## src/rtl/tsel_pkg.sv

```systemverilog
package tsel_pkg;
    typedef enum logic [1:0] {
        SEL_FINE   = 2'd0,
        SEL_RUN    = 2'd1,
        SEL_REFILL = 2'd2
    } sel_state_e;
endpackage

```

## src/rtl/tsel_rr_pick.sv

```systemverilog
module tsel_rr_pick #(
    parameter int NTHR = 3,
    parameter int TW   = $clog2(NTHR)
) (
    input  logic [NTHR-1:0] ready,
    input  logic [TW-1:0]   start,
    output logic            found,
    output logic [TW-1:0]   idx
);
    int j;
    always_comb begin
        found = 1'b0;
        idx   = start;
        j     = 0;
        // scan backwards so the smallest circular distance wins
        for (int k = NTHR - 1; k >= 0; k--) begin
            j = int'(start) + k;
            if (j >= NTHR) j = j - NTHR;
            if (ready[TW'(j)]) begin
                found = 1'b1;
                idx   = TW'(j);
            end
        end
    end
endmodule

```

## src/rtl/tsel_pc_bank.sv

```systemverilog
module tsel_pc_bank #(
    parameter int NTHR = 3,
    parameter int TW   = $clog2(NTHR),
    parameter int PCW  = 32,
    parameter int INC  = 4
) (
    input  logic                      clk,
    input  logic                      rst,
    input  logic [NTHR-1:0][PCW-1:0]  rst_vec,
    input  logic [NTHR-1:0]           redir_v,
    input  logic [NTHR-1:0][PCW-1:0]  redir_pc,
    input  logic                      adv_v,
    input  logic [TW-1:0]             adv_tid,
    input  logic [TW-1:0]             rd_tid,
    output logic [PCW-1:0]            rd_pc
);
    localparam logic [PCW-1:0] STEP = PCW'(INC);

    logic [NTHR-1:0][PCW-1:0] pc_q;

    for (genvar g = 0; g < NTHR; g++) begin : g_ctx
        always_ff @(posedge clk) begin
            if (rst)
                pc_q[g] <= rst_vec[g];
            else if (redir_v[g])
                pc_q[g] <= redir_pc[g];
            else if (adv_v && adv_tid == TW'(g))
                pc_q[g] <= pc_q[g] + STEP;
        end
    end

    assign rd_pc = pc_q[rd_tid];
endmodule

```

## src/rtl/tsel_unit.sv

```systemverilog
module tsel_unit
    import tsel_pkg::*;
#(
    parameter int NTHR       = 3,
    parameter int PCW        = 32,
    parameter int INC        = 4,
    parameter int CW         = 4,
    parameter int LONG_TH    = 2,
    parameter int REFILL_CYC = 3,
    parameter int TW         = $clog2(NTHR)
) (
    input  logic                      clk,
    input  logic                      rst,
    input  logic                      mode_coarse,
    input  logic [NTHR-1:0][PCW-1:0]  rst_vec,
    input  logic [NTHR-1:0]           stall_i,
    input  logic [NTHR-1:0][CW-1:0]   stall_left_i,
    input  logic [NTHR-1:0]           redir_v,
    input  logic [NTHR-1:0][PCW-1:0]  redir_pc,
    output logic [TW-1:0]             sel_tid,
    output logic [PCW-1:0]            sel_pc,
    output logic                      issue_valid,
    output logic                      flush_req
);
    localparam int RCW = $clog2(REFILL_CYC + 1);
    localparam logic [CW-1:0]  LONG_LIM  = CW'(LONG_TH);
    localparam logic [RCW-1:0] RLOAD     = RCW'(REFILL_CYC - 1);
    localparam logic [TW-1:0]  LAST_TID  = TW'(NTHR - 1);

    sel_state_e       state_q, state_d;
    logic [TW-1:0]    ptr_q, ptr_d;
    logic [TW-1:0]    cur_q, cur_d;
    logic [RCW-1:0]   rcnt_q, rcnt_d;

    logic [NTHR-1:0]  ready;
    logic [NTHR-1:0]  other_ready;
    logic [TW-1:0]    cur_next;
    logic             fine_found, co_found;
    logic [TW-1:0]    fine_idx, co_idx;

    assign ready       = ~stall_i;
    assign other_ready = ready & ~(NTHR'(1) << cur_q);
    assign cur_next    = (cur_q == LAST_TID) ? '0 : cur_q + 1'b1;

    tsel_rr_pick #(.NTHR(NTHR), .TW(TW)) u_fine_pick (
        .ready (ready),
        .start (ptr_q),
        .found (fine_found),
        .idx   (fine_idx)
    );

    tsel_rr_pick #(.NTHR(NTHR), .TW(TW)) u_coarse_pick (
        .ready (other_ready),
        .start (cur_next),
        .found (co_found),
        .idx   (co_idx)
    );

    tsel_pc_bank #(.NTHR(NTHR), .TW(TW), .PCW(PCW), .INC(INC)) u_pcs (
        .clk      (clk),
        .rst      (rst),
        .rst_vec  (rst_vec),
        .redir_v  (redir_v),
        .redir_pc (redir_pc),
        .adv_v    (issue_valid),
        .adv_tid  (sel_tid),
        .rd_tid   (sel_tid),
        .rd_pc    (sel_pc)
    );

    // state register
    always_ff @(posedge clk) begin
        if (rst) begin
            state_q <= mode_coarse ? SEL_RUN : SEL_FINE;
            ptr_q   <= '0;
            cur_q   <= '0;
            rcnt_q  <= '0;
        end else begin
            state_q <= state_d;
            ptr_q   <= ptr_d;
            cur_q   <= cur_d;
            rcnt_q  <= rcnt_d;
        end
    end

    // outputs and next state
    always_comb begin
        state_d     = state_q;
        ptr_d       = ptr_q;
        cur_d       = cur_q;
        rcnt_d      = rcnt_q;
        sel_tid     = cur_q;
        issue_valid = 1'b0;
        flush_req   = 1'b0;
        unique case (state_q)
            SEL_FINE: begin
                sel_tid     = fine_idx;
                issue_valid = fine_found;
                if (fine_found)
                    ptr_d = (fine_idx == LAST_TID) ? '0 : fine_idx + 1'b1;
                if (mode_coarse)
                    state_d = SEL_RUN;
            end
            SEL_RUN: begin
                if (!stall_i[cur_q]) begin
                    issue_valid = 1'b1;
                end else if (stall_left_i[cur_q] > LONG_LIM && co_found) begin
                    flush_req = 1'b1;
                    cur_d     = co_idx;
                    rcnt_d    = RLOAD;
                    state_d   = SEL_REFILL;
                end
                if (!mode_coarse)
                    state_d = SEL_FINE;
            end
            SEL_REFILL: begin
                if (rcnt_q == '0)
                    state_d = SEL_RUN;
                else
                    rcnt_d = rcnt_q - 1'b1;
                if (!mode_coarse)
                    state_d = SEL_FINE;
            end
            default: state_d = SEL_FINE;
        endcase
    end
endmodule

```

## config.mk

```make
export PLATFORM = sky130hd
export DESIGN_NAME = tsel_unit
export DESIGN_NICKNAME = d
export VERILOG_FILES = /design/src/rtl/tsel_pkg.sv /design/src/rtl/tsel_rr_pick.sv /design/src/rtl/tsel_pc_bank.sv /design/src/rtl/tsel_unit.sv
export SDC_FILE = /design/constraint.sdc
export NUM_CORES = 1
export LEC_CHECK = 0
export BUFFER_PORTS_ARGS = -buffer_cell sky130_fd_sc_hd__buf_2
export CAP_MARGIN = 20
export CORE_UTILIZATION = 57
export DETAILED_ROUTE_END_ITERATION = 10
export PLACE_DENSITY = 0.88
export SYNTH_ARGS = -nofsm -noshare
export SYNTH_HDL_FRONTEND = slang
export SYNTH_HIERARCHICAL = 1
export SYNTH_SLANG_ARGS = --single-unit
```

## constraint.sdc

```tcl
create_clock -name clk -period 6.8 [get_ports clk]
set_clock_uncertainty 0.1 [all_clocks]
set_input_delay 0.34 -clock clk [delete_from_list [all_inputs] [get_ports clk]]
set_output_delay 0.34 -clock clk [all_outputs]
set_load 0.05 [all_outputs]
```

==> metrics.md, run 1 <==
| Metric | Value |
|---|---|
| Area leader, netlist | `edfxtp_1` |
| Register clock-pin slew on the reported worst setup and hold paths | `0.07 ns` |
| Cell area after layout | `9575 sq um` |
| Post-Syn Area | `7955 sq um` |
| CTS resizes | `0` |
| Maximum capacitance violations | `0` |
| Pins over their slew limit | `0` |
| Nets | `1339` |
| Number of setup buffers added after CTS | `0` |
| Drt wl/cell | `18.08 microns` |
| Crit Path Class | `register to primary output` |
| Final Setup Violations | `0` |
| Max-slew headroom | `29.46%` |
| Largest fanout on the critical path | `36` |
| Worst Hold Depth | `3` |
| Reg2Reg Capture Point | `u_pcs/pc_q[75]` |
| Die Ht | `120.1 microns` |
| Post-route ant nets | `0` |
| Final period util | `64.09%` |
| Hold buffers post-CTS | `0` |
| Vias | `7914` |
| Syn_nets | `1131` |
| CTS tree | `built` |
| Row cnt | `42` |
| Core area | `13400 sq um` |
| Flops & latches, synth | `104` |
| Count of cell types in the netlist | `57` |
| Initial Utilization | `59.37%` |
| Fmax | `0.2295 GHz` |
| Number of global-route vias before repair | `7162` |
| Vias per cell | `6.102` |
| Syn_area_per_cell | `8.761 sq um` |
| Synthesized instance count | `908` |
| Area of the die | `14430 sq um` |
| Status | `completed` |
| Number of CTS-inserted buffers | `9` |
| Num ports | `249` |
| DP Area | `9255 sq um` |
| Gr usage total | `32.99%` |
| DRC viols | `0` |
| First DRT Iteration DRCs | `871` |
| Total wire length | `23450 microns` |
| Register-to-Register Setup Slack | `3.00 ns` |
| First-pass GRT wire length | `36470 microns` |
| Synth warnings | `6` |
| Number of sinks on the clock net | `104` |
| TNS Setup | `0 ns` |
| Pin count of the biggest net entering global routing | `73` |
| Initial antenna violation count | `1` |
| Worst Min Path Start | `rst_vec[16]` |
| Die Wd | `120.1 microns` |
| Final hold vios | `0` |
| Asr flop ratio synth | `0%` |
| Layout cell share with drive strength beyond 1 | `26.34%` |
| Worst hold path class | `primary input to register` |
| Worst slew pin tran | `1.057 ns` |
| Hold slack | `0.1563 ns` |
| R2r startpoint | `ptr_q[0]` |
| PD cells | `260.9 nW/um^2` |
| Area contributors post-synth | `edfxtp_1 (37%), mux2i_1 (5.7%), xnor2_1 (5.4%)` |
| CP Data Arrival Time | `3.92 ns` |
| Primary FF master, synth | `edfxtp_1` |
| Most common cell after layout, fill and taps aside | `buf_2` |
| Global placer's final weighted congestion | `0.9440` |
| Max Root-Sink Buffers | `2` |
| Sequential fraction of the synthesis area | `38.50%` |
| Total gr overflow | `0` |
| RSZ-0062 raised after global routing | `false` |
| EDFF count, synth | `98` |
| Post-route minimum period | `4.358 ns` |
| Multi-input logic area | `4574 sq um` |
| DP HPWL | `17820 microns` |
| Startpoint types | `register` |
| LEAKAGE | `3.655 nW` |
| First-pass DRT Iterations | `5` |
| I/O Buffers | `248` |
| Fin util | `71.46%` |
| Post-synth top area share | `36.99%` |
| Area delta synth->final | `20.37%` |
| Worst Hold Endpoint | `u_pcs/pc_q[16]` |
| Worst-Skew Late Latency | `0.36 ns` |
| Worst Reg-to-Reg Cells | `10` |
| H-Tree Depth | `3` |
| Max IR drop VDD | `0.1681 mV` |
| Commonest non-fill, non-tap cells in the layout | `buf_2 (247), nand2_1 (112), edfxtp_1 (98), o21ai_0 (70), xnor2_1 (49)` |
| Reg area | `3063 sq um` |
| WP data required | `6.36 ns` |
| Filler cell count | `1052` |
| Total design power | `2.498 mW` |
| CP Capture Type | `primary output` |
| Clock root buffer | `clkbuf_16` |
[per-stage QoR]
stage,setup slack [ns],instances
finish,2.442,1297
global route,2.168,1297
CTS,2.491,1295
detailed placement,2.925,1280
global placement,2.807,1279
floorplan,1.575,908
[flip-flops by register name (all words and copies together), names as in the netlist]
name / flops
u_pcs/pc_q: 96
cur_q: 2
ptr_q: 2
rcnt_q: 2
state_q: 2
[synth_stat cells, types with 5 or more instances]
cell type  count
o22ai_1       18
nor3_1        23
dfxtp_1        6
ha_1          10
mux2_2         8
a22oi_1       36
o21ai_1       37
nand3_1       38
xor2_1        24
a22o_1         8
a21oi_1       40
o21ai_0       73
nor2b_1       15
inv_1         29
nor3b_1        5
nand4_1       19
edfxtp_1      98
nand2_1      112
clkbuf_1      50
mux2i_1       45
nor4_1        21
nand2b_1      11
and3_1        15
and4_1        10
o31ai_1        7
xnor2_1       49
nor2_1        39
[metal layers]
| layer | share of wire (%) | wire length, microns | track usage, % | up-vias |
|---|---|---|---|---|
| met1 | 41 | 9551 | 42.36 | 3622 |
| li1 | - | - | - | 3799 |
| met3 | 9.2 | 2151 | 7.319 | 60 |
| met2 | 47 | 10990 | 53.63 | 433 |
| met4 | 3.2 | 757 | 13.59 | 0 |
| met5 | 0 | 0 | 0 | - |
[power by group]
part	internal, mW	leakage (nW)	switching [mW]
Sequential	0.819	1.07	0.133
Combinational	0.320	2.44	0.674
Clock	0.319	0.151	0.233
[logic make-up after synthesis]
group           share of synthesized area (%)
simple gates                            20.98
compound gates                          19.94
flops                                   38.50
buf+inv                                 4.168
xor+xnor                                8.037
mux                                     6.795
fa+ha+maj                               1.573
[how the worst max path moves through the flow]
stage | start | to | slack [ns] | cells after the start
after global routing | ptr_q[0] | sel_pc[26] | 2.17 | 12
final | ptr_q[0] | sel_pc[20] | 2.44 | 12
after global placement | ptr_q[0] | sel_pc[21] | 2.81 | 10
after CTS | ptr_q[0] | sel_pc[20] | 2.49 | 12
after floorplan | ptr_q[0] | u_pcs/pc_q[10] | 1.57 | 10
after detailed placement | ptr_q[0] | sel_pc[20] | 2.92 | 12
[cell type report]
class                   instances  area share, %
diodes                          1        0.02613
clock buffers                   9          2.352
clock inverters                 6         0.8885
inverters                      29          1.137
multi-input cells             718          47.77
flip-flops and latches        104          31.99
well taps                     176          2.300
repair buffers                254          13.54
[critical path: stages, from the launching register on]
cell,delay (ns)
dfxtp_1,0.39
inv_1,0.10
ha_1,0.45
nand2_1,0.14
a31oi_4,0.22
o2111ai_2,0.20
o21ai_2,0.20
mux2_2,0.89
nor2b_2,0.31
buf_8,0.26
nand2_1,0.08
o21ai_0,0.08
buf_2,0.23
Note: power is estimated with default switching activity, not from simulation.
==> run 2, diff against run 1 <==
ABC_AREA = 1   (was unset)
CORE_UTILIZATION = 54   (was 57)
PLACE_DENSITY = 0.82   (was 0.88)
clock period = 4.02 ns   (was 6.8 ns; I/O delays follow)
==> run 2 against run 1 <==
  * Synthesized area increased by 16%
  * Cell count increased by 47%
  * Non-clock buffer count is 3 higher
  * Clock-buffer cell count up 1
  * Combinational power grew to 3.8 times the previous value
  * Worst hold slack got worse by 0.15 ns
  * Utilization down 5.9 points
  * Critical endpoint is now sel_pc[31]
  * Global-route usage grew 2.5 points
  * Critical path depth up 7
  * Flip-flop and latch count stayed put
  * Register-to-register slack got worse by 2.2 ns
==> metrics.md, run 2 <==
| Metric | Value |
|---|---|
| Status | `completed` |
| Pin count of the biggest net entering global routing | `54` |
| Crit Path Class | `register to primary output` |
| Area contributors post-synth | `edfxtp_1 (32%), nand2_1 (20%), nand3_1 (14%)` |
| PD cells | `598.8 nW/um^2` |
| Final hold vios | `0` |
| CP Capture Type | `primary output` |
| Area of the die | `17620 sq um` |
| Core area | `16640 sq um` |
| WP data required | `3.72 ns` |
| Drt wl/cell | `16.22 microns` |
| DRC viols | `0` |
| TNS Setup | `0 ns` |
| Initial antenna violation count | `1` |
| I/O Buffers | `248` |
| Global placer's final weighted congestion | `0.9447` |
| Number of sinks on the clock net | `104` |
| Die Ht | `132.8 microns` |
| Fmax | `0.2647 GHz` |
| Syn_area_per_cell | `6.319 sq um` |
| Flops & latches, synth | `104` |
| Maximum capacitance violations | `0` |
| Number of setup buffers added after CTS | `0` |
| Post-route ant nets | `0` |
| Post-Syn Area | `9233 sq um` |
| Post-route minimum period | `3.778 ns` |
| Clock root buffer | `clkbuf_16` |
| Number of global-route vias before repair | `9470` |
| Max-slew headroom | `42.72%` |
| Pins over their slew limit | `0` |
| Most common cell in the netlist | `nand2_1` |
| Initial Utilization | `55.48%` |
| Worst hold path class | `primary input to register` |
| Primary FF master, synth | `edfxtp_1` |
| Largest fanout on the critical path | `46` |
| Vias per cell | `5.524` |
| First-pass GRT wire length | `48700 microns` |
| Total wire length | `30840 microns` |
| DRT met1 WL | `12650 microns` |
| Synthesized instance count | `1461` |
| Synth warnings | `6` |
| Startpoint types | `register` |
| Commonest non-fill, non-tap cells in the layout | `nand2_1 (497), nand3_1 (263), buf_2 (247), inv_1 (164), nor2_1 (137)` |
| Num ports | `249` |
| Max Root-Sink Buffers | `2` |
| Area delta synth->final | `18.12%` |
| Met2 WL | `14420 microns` |
| EDFF count, synth | `98` |
| Sequential fraction of the synthesis area | `33.18%` |
| Row cnt | `47` |
| Wire length on met3 | `2819 microns` |
| Total gr overflow | `0` |
| Final Setup Violations | `0` |
| Post-synth top area share | `31.87%` |
| Fin util | `65.53%` |
| Worst slew pin tran | `0.8579 ns` |
| Most common cell after layout, fill and taps aside | `nand2_1` |
| RSZ-0062 raised after global routing | `false` |
| Gr usage total | `35.50%` |
| DP HPWL | `24030 microns` |
| Layout cell share with drive strength beyond 1 | `20.46%` |
| Nets | `1899` |
| H-Tree Depth | `3` |
| Most frequent cells after synthesis | `nand2_1 (498), nand3_1 (263), inv_1 (164)` |
| Largest register FFs | `96` |
| Syn_nets | `1684` |
| CTS tree | `built` |
| Max IR drop VDD | `0.7224 mV` |
| Final period util | `93.98%` |
| Area leader, netlist | `edfxtp_1` |
| First DRT Iteration DRCs | `1003` |
| Die Wd | `132.8 microns` |
| Asr flop ratio synth | `0%` |
| Count of cell types in the netlist | `32` |
| Register clock-pin slew on the reported worst setup and hold paths | `0.08 ns` |
| First-pass DRT Iterations | `5` |
| LEAKAGE | `5.258 nW` |
| Top Metal Used | `met4` |
| Vias | `10.51k` |
| Worst-Skew Late Latency | `0.37 ns` |
| Most flops, register | `u_pcs/pc_q` |
| CP Data Arrival Time | `3.48 ns` |
| Number of CTS-inserted buffers | `9` |
[run 2: cell count changes after synthesis, moves of 30 or more]
cell,previous run,this run
xnor2_1,49,0
nand2_1,112,498
o21ai_1,37,0
clkbuf_1,50,20
nand3_1,38,263
mux2i_1,45,0
nor2_1,39,137
inv_1,29,164
a22oi_1,36,0
[run 2: stage by stage]
stage	std cells	hold WS, ns	setup slack, ns	power [mW]	area, sq um
3_5_place_dp	1885	0.3816	0.4956	5.513	10590
4_1_cts	1901	0.001402	0.03304	6.453	10890
6_report	1902	0.009503	0.2419	6.530	10910
3_3_place_gp	1885	0.3666	0.5649	5.452	10590
5_1_grt	1902	0.02435	0.05741	6.854	10910
2_1_floorplan	1461	0.1701	0.1124	4.494	9236
[run 2: kinds of logic (layout without fill, tap and decap cells)]
logic type / Yosys count / in the layout / share of synthesized area, %
other: 0 / 1 / 0
buffers and inverters: 226 / 446 / 9.649
AOI/OAI and AO/OA: 153 / 153 / 9.486
and+or+nand+nor: 961 / 961 / 45.67
DFF: 104 / 104 / 33.18
adders and majority gates: 10 / 10 / 1.355
xor gates and xnor gates: 7 / 7 / 0.6641
[run 2: critical path: stages (launching register included)]
cell     delay (ns)
dfxtp_1        0.36
inv_1          0.09
ha_1           0.36
inv_2          0.10
nand3_1        0.10
nand2_1        0.15
nand2_1        0.09
nand3_1        0.07
nand2_1        0.06
nand2_1        0.05
nand2_1        0.08
nand2_1        0.07
o21ai_1        0.07
buf_4          0.21
inv_2          0.25
buf_6          0.34
a21oi_1        0.11
o21ai_0        0.12
o21ai_0        0.17
buf_2          0.24
[run 2: final cells by class]
type,instances,area [sq um]
Tap cell,220,275.3
Sequential cell,104,3063
Clock inverter,6,67.56
Clock buffer,10,239.0
Timing Repair Buffer,257,1315
Multi-Input combinational cell,1131,5294
Antenna cell,1,2.502
Fill cell,1578,5737
Inverter,173,649.4
[run 2: power breakdown]
part	leakage, nW	internal (mW)	switching, mW
sequential	1.08	1.52	0.329
clock	0.145	0.503	0.432
combinational	4.03	0.923	2.82
[run 2: what timing repair did]
action	4_1_cts	5_1_grt
endpoints found under the hold margin	0	0
hold buffers	0	0
endpoints found under the setup margin	0	24
resized for setup	0	3
[run 2: path summary, 6_finish.rpt]
kind | start | to | slack [ns] | cells past startpoint
setup / recovery | ptr_q[0] | sel_pc[31] | 0.24 | 19
hold reg to reg | ptr_q[0] | ptr_q[0] | 0.39 | 2
hold / removal | rst_vec[1] | u_pcs/pc_q[1] | 0.01 | 3
setup reg to reg | ptr_q[0] | u_pcs/pc_q[89] | 0.79 | 17
[run 2: metal layers]
metal / vias to the layer above / GRT usage (%)
li1: 5169 / -
met1: 4740 / 45.81
met2: 530 / 59.39
met3: 68 / 6.092
met4: 0 / 13.60
met5: - / 0
